## config.mk

```make
export PLATFORM = sky130hd
export DESIGN_NAME = sw_pin_mapper
export DESIGN_NICKNAME = d
export VERILOG_FILES = /design/src/rtl/sw_pin_mapper_pkg.sv /design/src/rtl/sw_state_bank.sv /design/src/rtl/onehot_dec.sv /design/src/rtl/pin_map_logic.sv /design/src/rtl/sw_pin_mapper.sv
export SDC_FILE = /design/constraint.sdc
export NUM_CORES = 1
export LEC_CHECK = 0
export BUFFER_PORTS_ARGS = -buffer_cell sky130_fd_sc_hd__buf_2
export CAP_MARGIN = 10
export CORE_AREA = 2 2 57 59
export DETAILED_ROUTE_END_ITERATION = 7
export DIE_AREA = 0 0 59 61
export GPL_TIMING_DRIVEN = 0
export PLACE_DENSITY = 0.56
export SKIP_LAST_GASP = 1
export SLEW_MARGIN = 20
export SYNTH_ARGS = -nofsm -noshare
export SYNTH_HDL_FRONTEND = slang
export SYNTH_SLANG_ARGS = --single-unit
```

## constraint.sdc

```tcl
create_clock -name clk -period 1.2 [get_ports clk]
set_input_delay 0.3 -clock clk [delete_from_list [all_inputs] [get_ports clk]]
set_output_delay 0.3 -clock clk [all_outputs]
set_load 0.05 [all_outputs]
```

## src/rtl/sw_pin_mapper_pkg.sv

```systemverilog
// Package: shared types and bit positions for the switch pin mapper.
// Assumes committed group width 4 and uncommitted width 4 by default.
package sw_pin_mapper_pkg;

    typedef enum logic [1:0] {
        MODE_SINGLE = 2'b00,
        MODE_DEC8   = 2'b01,
        MODE_DEC4   = 2'b10,
        MODE_COMPL  = 2'b11
    } outmode_e;

    // Bit positions inside the committed register; decode order depends on them.
    localparam int unsigned BIT_BAND = 0;
    localparam int unsigned BIT_POL  = 1;
    localparam int unsigned BIT_POS  = 2;
    localparam int unsigned BIT_OPT  = 3;

endpackage

```

## src/rtl/sw_state_bank.sv

```systemverilog
// Module: sw_state_bank
// Holds one switch-state register with a masked write port.
// Assumes writes are already qualified by the owning command logic.
module sw_state_bank #(
    parameter int unsigned WIDTH = 4
) (
    input  logic             clk,
    input  logic             rst_n,
    input  logic             wr_en,
    input  logic [WIDTH-1:0] wr_mask,
    input  logic [WIDTH-1:0] wr_data,
    output logic [WIDTH-1:0] state_q
);

    genvar gi;
    generate
        for (gi = 0; gi < WIDTH; gi++) begin : g_bit
            // Per-bit storage: load on enabled and unmasked write, clear on reset.
            always_ff @(posedge clk) begin
                if (!rst_n)
                    state_q[gi] <= 1'b0;
                else if (wr_en && wr_mask[gi])
                    state_q[gi] <= wr_data[gi];
            end
        end
    endgenerate

    AST_MASK_HOLD: assert property (@(posedge clk) disable iff (!rst_n)
        wr_en |=> ((state_q & ~$past(wr_mask)) == ($past(state_q) & ~$past(wr_mask))))
        else $error("masked-off bit changed");

    AST_IDLE_HOLD: assert property (@(posedge clk) disable iff (!rst_n)
        (!wr_en && $past(rst_n)) |=> $stable(state_q))
        else $error("state changed without write");

endmodule

```

## src/rtl/onehot_dec.sv

```systemverilog
// Module: onehot_dec
// Binary index to one-hot vector; output bit i is high when index equals i.
// Assumes the output width is 2**IDX_W.
module onehot_dec #(
    parameter int unsigned IDX_W = 3,
    localparam int unsigned OUT_W = 1 << IDX_W
) (
    input  logic [IDX_W-1:0] idx,
    output logic [OUT_W-1:0] onehot
);

    genvar gi;
    generate
        for (gi = 0; gi < OUT_W; gi++) begin : g_line
            // One compare per output line.
            assign onehot[gi] = (idx == IDX_W'(gi));
        end
    endgenerate

endmodule

```

## src/rtl/pin_map_logic.sv

```systemverilog
// Module: pin_map_logic
// Combinational pin pattern for each output mode from the two state registers.
// Assumes a committed width of 4 (band, polarisation, position, option).
module pin_map_logic
    import sw_pin_mapper_pkg::*;
#(
    parameter int unsigned CMT_W = 4,
    parameter int unsigned UNC_W = 4,
    localparam int unsigned PIN_W = CMT_W + UNC_W
) (
    input  outmode_e         mode,
    input  logic [CMT_W-1:0] cmt,
    input  logic [UNC_W-1:0] unc,
    output logic [PIN_W-1:0] pins
);

    localparam int unsigned HALF = CMT_W;

    logic [2:0] idx8;
    logic [1:0] idx4;
    logic [7:0] dec8;
    logic [3:0] dec4;

    // Index assembly from the selected committed lines.
    always_comb begin
        idx8 = {cmt[BIT_OPT], cmt[BIT_POS], cmt[BIT_BAND]};
        idx4 = {cmt[BIT_OPT], cmt[BIT_POS]};
    end

    onehot_dec #(.IDX_W(3)) u_dec8 (.idx(idx8), .onehot(dec8));
    onehot_dec #(.IDX_W(2)) u_dec4 (.idx(idx4), .onehot(dec4));

    // Mode select of the pin pattern.
    always_comb begin
        pins = '0;
        unique case (mode)
            MODE_SINGLE: pins = {unc, cmt};
            MODE_DEC8:   pins = PIN_W'(dec8);
            MODE_DEC4:   pins = PIN_W'(dec4);
            MODE_COMPL:  pins = {~cmt[HALF-1:0], cmt};
            default:     pins = '0;
        endcase
    end

endmodule

```

## src/rtl/sw_pin_mapper.sv

```systemverilog
// Module: sw_pin_mapper (top)
// Two switch-state registers and one output register that drives all pins.
// Assumes mode is static during normal use; a change applies on the next edge.
module sw_pin_mapper
    import sw_pin_mapper_pkg::*;
#(
    parameter int unsigned CMT_W = 4,
    parameter int unsigned UNC_W = 4,
    localparam int unsigned PIN_W = CMT_W + UNC_W
) (
    input  logic             clk,
    input  logic             rst_n,
    input  logic [1:0]       mode,
    input  logic             cmt_wr_en,
    input  logic             unc_wr_en,
    input  logic [3:0]       wr_mask,
    input  logic [3:0]       wr_data,
    output logic [7:0]       op_pins
);

    outmode_e         mode_e;
    logic [CMT_W-1:0] cmt_q;
    logic [UNC_W-1:0] unc_q;
    logic [PIN_W-1:0] pins_d;
    logic [PIN_W-1:0] zero_pattern;

    // Mode input cast to the enumerated type.
    always_comb mode_e = outmode_e'(mode);

    sw_state_bank #(.WIDTH(CMT_W)) u_cmt_bank (
        .clk(clk), .rst_n(rst_n), .wr_en(cmt_wr_en),
        .wr_mask(wr_mask[CMT_W-1:0]), .wr_data(wr_data[CMT_W-1:0]), .state_q(cmt_q)
    );

    sw_state_bank #(.WIDTH(UNC_W)) u_unc_bank (
        .clk(clk), .rst_n(rst_n), .wr_en(unc_wr_en),
        .wr_mask(wr_mask[UNC_W-1:0]), .wr_data(wr_data[UNC_W-1:0]), .state_q(unc_q)
    );

    pin_map_logic #(.CMT_W(CMT_W), .UNC_W(UNC_W)) u_map (
        .mode(mode_e), .cmt(cmt_q), .unc(unc_q), .pins(pins_d)
    );

    pin_map_logic #(.CMT_W(CMT_W), .UNC_W(UNC_W)) u_map_zero (
        .mode(mode_e), .cmt('0), .unc('0), .pins(zero_pattern)
    );

    // Single output register: all pins move on the same edge.
    always_ff @(posedge clk) begin
        if (!rst_n)
            op_pins <= zero_pattern;
        else
            op_pins <= pins_d;
    end

    AST_RESET_CLEAR: assert property (@(posedge clk) disable iff (!rst_n)
        $rose(rst_n) |-> (cmt_q == '0 && unc_q == '0))
        else $error("registers not cleared by reset");

    AST_SINGLE_FOLLOW: assert property (@(posedge clk) disable iff (!rst_n)
        (mode_e == MODE_SINGLE && $past(mode_e) == MODE_SINGLE)
            |-> op_pins == $past({unc_q, cmt_q}))
        else $error("single mode pins do not follow registers");

    AST_DEC_ONE_ACTIVE: assert property (@(posedge clk) disable iff (!rst_n)
        ((mode_e == MODE_DEC8 || mode_e == MODE_DEC4) && $past(mode_e) == mode_e)
            |-> $countones(op_pins) == 1)
        else $error("decode mode pins not one-hot");

    AST_DEC4_UPPER_LOW: assert property (@(posedge clk) disable iff (!rst_n)
        (mode_e == MODE_DEC4 && $past(mode_e) == MODE_DEC4) |-> op_pins[7:4] == 4'h0)
        else $error("upper pins active in 4-way decode");

    AST_COMPL_INVERSE: assert property (@(posedge clk) disable iff (!rst_n)
        (mode_e == MODE_COMPL && $past(mode_e) == MODE_COMPL)
            |-> op_pins[7:4] == ~op_pins[3:0])
        else $error("complementary halves mismatch");

endmodule

```

==> impl_metrics.py, run 1 <==
metrics = {
    "clock_tree": {
        "clockBufferDepth": 2,
        "cts_tree": "built",
        "clock_sinks": 16,
        "cts-buffers-inserted": 3,
        "clkLatencyLatePin_ns": 0.28,
        "cts.htree.levels": 1,
        "hold_buffers": 0,
        "root_buffer": "clkbuf_4",
        "clk_pin_slew_ns": 0.09,
    },
    "setup_path": {
        "crit_path_max_incr_delay_ns": 0.31,
        "crit_slowest_cell": "dfxtp_1",
        "cp-end-kind": "output pin",
        "crit_cells": 1,
        "r2r_slack_ns": 0.10,
        "cp_max_fo": 1,
        "cp_top_family": "flip-flops",
        "path_cells": "buf_2",
        "cp-start-kind": "flip-flop",
        "required_ns": 0.90,
        "r2r-start": "u_cmt_bank.state_q[3]",
        "crit_buf_inv": 1,
        "arrival_ns": 0.85,
        "r2r-end": "op_pins[5]",
        "r2r_cells": 4,
        "path_class": "flip-flop to output pin",
    },
    "logic_synthesis": {
        "synth_seq_area_share_pct": 37.3,
        "synth_edf_count": 0,
        "syn_inst": 99,
        "yosysWarnings": 0,
        "synth.most_common_cell": "dfxtp_1",
        "synth_top_family_by_area": "simple AND/OR/NAND/NOR gates",
        "ys_seq_elements": 16,
        "synth_top_area_share_pct": 37.3,
        "synthAdderAreaFrac_pct": 7.28,
        "yosysTopAreaCell": "dfxtp_1",
        "synth_ff_type": "dfxtp_1",
        "synth-compound-area-share_pct": 19.8,
        "async_reset_ff_share_pct": 0,
        "syn_avg_cell_area_um2": 8.68,
        "syn_nets": 118,
        "syn-cell-area_um2": 860,
        "muxShareOfSynthArea_pct": 4.66,
        "synth_area_leaders": "dfxtp_1 (37%), ha_1 (7.3%), nand2_1 (6.1%)",
        "synth-simple-area-share_pct": 23.6,
        "synth_commonest_cells": "dfxtp_1 (16), nand2_1 (14), nor2b_1 (8), nor2_1 (6), o21ai_0 (6)",
        "synth_xor_xnor_area_share_pct": 0,
        "synth.distinct_cells": 28,
    },
    "sta": {
        "fin_crit_ns": 1.15,
        "tightest_slew_ns": 0.319,
        "slew_violations": 0,
        "finalWorstSetupSlack_ns": 0.0534,
        "setup_viol": 0,
        "rsz0062_at_grt": "true",
        "fin_skew_ns": 0.00242,
        "hold_viol": 0,
        "relSlewSlack_pct": 78.7,
        "clock.fmax_ghz": 0.872,
        "setup_tns_ns": 0,
        "min_period_over_period_pct": 95.5,
    },
    "status": {
        "outcome": "finished, final reports clean",
    },
    "power": {
        "ir_worst_vdd_v": 0.000423,
        "total_power_mw": 1.11,
        "sw_frac_of_total_pct": 30.6,
        "p_int_mw": 0.771,
        "power.net_switching_mw": 0.340,
        "power_density_nw_per_um2": 1090,
        "seqPwrFrac_pct": 51.8,
        "comb_power_share_pct": 23.0,
        "pwr-share-clk_pct": 25.2,
        "power_leakage_nw": 0.462,
    },
    "die": {
        "die_height_um": 61,
        "boundaryPins": 22,
        "die_w_um": 59,
        "rows": 20,
        "core_area_um2": 2950,
        "die-area_um2": 3600,
        "initial_utilization_pct": 29.1,
    },
    "place": {
        "dp.cells": 151,
        "hpwl_mm": 1.42,
        "gp_congestion": 0.803,
        "postPlaceCellArea_um2": 996,
        "place_ws_ns": -0.254,
        "port_buffers": 19,
    },
    "grt": {
        "grt_pass1_wl_mm": 3.31,
        "antenna_found_initial": 0,
        "grt_pass1_vias": 738,
        "grt_max_degree": 11,
        "overflow": 0,
        "grt_util_all_layers_pct": 12.4,
    },
    "finish": {
        "multi_input_area_um2": 478,
        "layout-drive-gt1-share_pct": 25.6,
        "final-seq-area_um2": 322,
        "syn2layout_area_growth_pct": 18.9,
        "stdcell_area_um2": 1020,
        "n_antenna_cell": 0,
        "num-nets-final": 142,
        "num-fill-cells": 332,
        "stdcell_count": 154,
    },
    "detailed_routing": {
        "wl_per_cell_um": 11.9,
        "drc_errors": 0,
        "ant_nets": 0,
        "drtPass1Iterations": 4,
        "avgViaCountPerCell": 4.97,
        "first_iter_violations": 12,
        "finalWirelength_mm": 1.84,
        "via_count": 765,
    },
    "hold_path": {
        "min_path_cells": 3,
        "holdCritStartpoint": "wr_data[0]",
        "min_path_type": "input pin to flip-flop",
        "holdPathEnd": "u_unc_bank.state_q[0]",
    },
    "flow_run": {
        "maxCapViolations": 0,
    },
}
-- layout by cell type (no fill, tap or decap), types with 4 or more instances in the layout --
cell,instances
ha_1,4
nand3_1,4
nor2b_1,8
dfxtp_1,15
buf_2,19
mux2i_1,4
a21boi_0,5
a31oi_1,4
nor2_1,6
nand2_1,14
o21ai_0,6
-- power groups by stage --
stage               sequential, mW  clock (mW)  combinational, mW
CTS                          0.576       0.302              0.257
global route                 0.580       0.319              0.283
floorplan                    0.652           0              0.119
finish                       0.576       0.280              0.255
detailed placement           0.588           0              0.256
global placement             0.587           0              0.251
-- cell type report --
| cell class | count | share of cell area (%) |
|---|---|---|
| buffer | 6 | 5.14 |
| clock buffer | 3 | 2.20 |
| inverter | 3 | 1.10 |
| multi-input combinational | 74 | 46.8 |
| sequential | 16 | 31.5 |
| tap | 33 | 4.04 |
| timing repair buffer | 19 | 9.30 |
-- metrics by stage --
stage | utilization [%] | hold WS, ns
global route | 34.6 | 0.287
floorplan | - | 0.440
global placement | 33.7 | 0.458
finish | 34.6 | 0.283
detailed placement | 33.7 | 0.463
CTS | 34.5 | 0.273
-- sequential cells by signal, indices dropped and copies added, names as in the netlist --
signal / cells
u_cmt_bank.state_q: 4
u_unc_bank.state_q: 4
op_pins: 8
-- worst max-delay path by stage --
stage | to | slack, ns | start
3_5_place_dp | op_pins[6] | -0.25 | mode[1]
3_3_place_gp | op_pins[6] | -0.24 | mode[1]
4_1_cts | op_pins[6] | 0.03 | op_pins[6]
6_report | op_pins[6] | 0.05 | op_pins[6]
2_1_floorplan | op_pins[2] | 0.003 | mode[0]
5_1_grt | op_pins[6] | -0.0008 | mode[0]
-- metal layers --
metal	vias up	share of wire, %	GRT usage [%]
met3	2	3.9	2.13
met2	17	48	20.8
li1	393	-	-
met1	353	47	15.1
met5	-	0	0
met4	0	0.92	6.82
-- repair_timing --
| item | CTS | global route |
|---|---|---|
| buffers inserted | 0 | 0 |
| endpoints found under the setup margin | 0 | 2 |
| resized for setup | 0 | 2 |
-- cells by family (layout without fill, tap and decap cells) --
kind of cell,count (synthesis),count (layout)
DFF,16,16
muxes,4,4
AOI/OAI and AO/OA,25,25
adders and majority gates,5,5
and+or+nand+nor,40,40
buffers and inverters,9,31
No activity file was read; power rests on OpenSTA's default activity.
==> run 2, diff against run 1 <==
--- a/config.mk
+++ b/config.mk
@@ -7,11 +7,12 @@
 export LEC_CHECK = 0
 export BUFFER_PORTS_ARGS = -buffer_cell sky130_fd_sc_hd__buf_2
 export CAP_MARGIN = 10
-export CORE_AREA = 2 2 57 59
+export CORE_AREA = 2 2 47 49
 export DETAILED_ROUTE_END_ITERATION = 7
-export DIE_AREA = 0 0 59 61
+export DIE_AREA = 0 0 49 51
 export GPL_TIMING_DRIVEN = 0
-export PLACE_DENSITY = 0.56
+export MAX_ROUTING_LAYER = met4
+export PLACE_DENSITY = 0.75
 export SKIP_LAST_GASP = 1
 export SLEW_MARGIN = 20
 export SYNTH_ARGS = -nofsm -noshare
==> impl_metrics.py, run 2 (synthesis results as in run 1) <==
metrics = {
    "status": {
        "outcome": "finished, final reports clean",
    },
    "die": {
        "initial_utilization_pct": 41.7,
        "die_w_um": 49,
        "boundaryPins": 22,
        "die-area_um2": 2500,
        "die_height_um": 51,
        "rows": 17,
        "core_area_um2": 2060,
    },
    "place": {
        "gp_congestion": 0.827,
        "dp.cells": 146,
        "hpwl_mm": 1.32,
        "place_ws_ns": -0.265,
        "postPlaceCellArea_um2": 990,
        "port_buffers": 19,
    },
    "sta": {
        "min_period_over_period_pct": 97.3,
        "slew_violations": 0,
        "clock.fmax_ghz": 0.857,
        "tightest_slew_ns": 0.322,
        "fin_skew_ns": 0.00545,
        "finalWorstSetupSlack_ns": 0.0330,
        "relSlewSlack_pct": 78.6,
        "setup_viol": 0,
        "fin_crit_ns": 1.17,
        "hold_viol": 0,
        "rsz0062_at_grt": "false",
    },
    "setup_path": {
        "arrival_ns": 0.87,
        "path_cells": "buf_2",
        "crit_path_max_incr_delay_ns": 0.32,
        "cp_top_family": "flip-flops",
        "crit_buf_inv": 1,
        "crit_slowest_cell": "dfxtp_1",
        "cp_max_fo": 1,
        "cp-start-kind": "flip-flop",
        "path_class": "flip-flop to output pin",
        "required_ns": 0.90,
        "cp-end-kind": "output pin",
    },
    "detailed_routing": {
        "wl_per_cell_um": 11.8,
        "avgViaCountPerCell": 5.27,
        "via_count": 791,
        "first_iter_violations": 20,
        "finalWirelength_mm": 1.77,
        "ant_nets": 0,
        "drtPass1Iterations": 4,
        "drc_errors": 0,
    },
    "power": {
        "seqPwrFrac_pct": 48.1,
        "power.net_switching_mw": 0.355,
        "comb_power_share_pct": 21.5,
        "total_power_mw": 1.20,
        "p_int_mw": 0.840,
        "power_leakage_nw": 0.470,
        "ir_worst_vdd_v": 0.000617,
        "pwr-share-clk_pct": 30.4,
        "sw_frac_of_total_pct": 29.7,
        "power_density_nw_per_um2": 1160,
    },
    "clock_tree": {
        "clkLatencyLatePin_ns": 0.30,
        "clk_pin_slew_ns": 0.10,
        "cts-buffers-inserted": 3,
        "root_buffer": "clkbuf_4",
        "clockBufferDepth": 2,
        "cts_tree": "built",
        "postCtsSetupBuffers": 0,
        "clock_sinks": 16,
        "cts.htree.levels": 1,
    },
    "grt": {
        "grt_util_all_layers_pct": 16.1,
        "grt_pass1_wl_mm": 3.00,
        "grt_pass1_vias": 727,
        "grt_max_degree": 11,
        "antenna_found_initial": 0,
        "overflow": 0,
    },
    "finish": {
        "n_antenna_cell": 0,
        "stdcell_count": 150,
        "syn2layout_area_growth_pct": 19.9,
        "final_cell_mix": "buf_2 (19), dfxtp_1 (16), nand2_1 (14)",
        "reg_top3": "op_pins: 8 flops, u_cmt_bank.state_q: 4 flops, u_unc_bank.state_q: 4 flops",
        "stdcell_area_um2": 1030,
        "largest-register": "op_pins",
        "largest_reg_flops": 8,
        "mostFrequentLayoutCell": "buf_2",
        "num-nets-final": 142,
        "layout-drive-gt1-share_pct": 26.2,
    },
    "hold_path": {
        "min_path_type": "input pin to flip-flop",
    },
    "flow_run": {
        "maxCapViolations": 0,
    },
}
-- run 2: changes by cell type in the layout (fill, tap and decap cells not counted) --
cell,change
clkbuf_8,+1
dfxtp_1,+1
dfxtp_2,-1
nor2_1,-1
nor2_2,+1
-- run 2: area by class of cell --
cell class,instances,area [um2]
buffer,6,52.6
clock buffer,4,36.3
fill,210,1030
inverter,3,11.3
multi-input combinational,74,480
sequential,16,320
tap,28,35.0
timing repair buffer,19,95.1
-- run 2: power groups by stage --
stage,combinational [mW],sequential (mW),clock (mW)
finish,0.257,0.575,0.363
global route,0.281,0.578,0.384
CTS,0.255,0.575,0.365
detailed placement,0.255,0.588,0
global placement,0.248,0.587,0
floorplan,0.119,0.652,0
-- run 2: path summary, 6_finish.rpt --
path	end	start	cells after the start	slack (ns)
setup / recovery	op_pins[6]	op_pins[6]	1	0.03
hold / removal	u_unc_bank.state_q[1]	wr_data[1]	3	0.26
setup reg to reg	op_pins[6]	u_cmt_bank.state_q[0]	3	0.12
hold reg to reg	u_unc_bank.state_q[1]	u_unc_bank.state_q[1]	2	0.47
-- run 2: routing by layer --
metal,track usage (%),vias up,wire (um)
li1,-,392,-
met1,18.5,373,790
met2,26.0,21,836
met3,2.92,5,102
met4,10.5,0,36
met5,-,-,0
-- run 2: timing repair --
| item | 4_1_cts | 5_1_grt |
|---|---|---|
| setup endpoints to repair | 0 | 2 |
| resized for setup | 0 | 2 |
| hold buffers | 0 | 0 |
-- run 2: metrics by stage --
stage / hold WS [ns] / util, % / setup TNS [ns]
2_1_floorplan: 0.440 / - / 0
6_report: 0.264 / 50.0 / 0
4_1_cts: 0.270 / 49.7 / 0
5_1_grt: 0.288 / 50.0 / 0
3_5_place_dp: 0.458 / 48.0 / -1.49
3_3_place_gp: 0.453 / 48.0 / -1.25
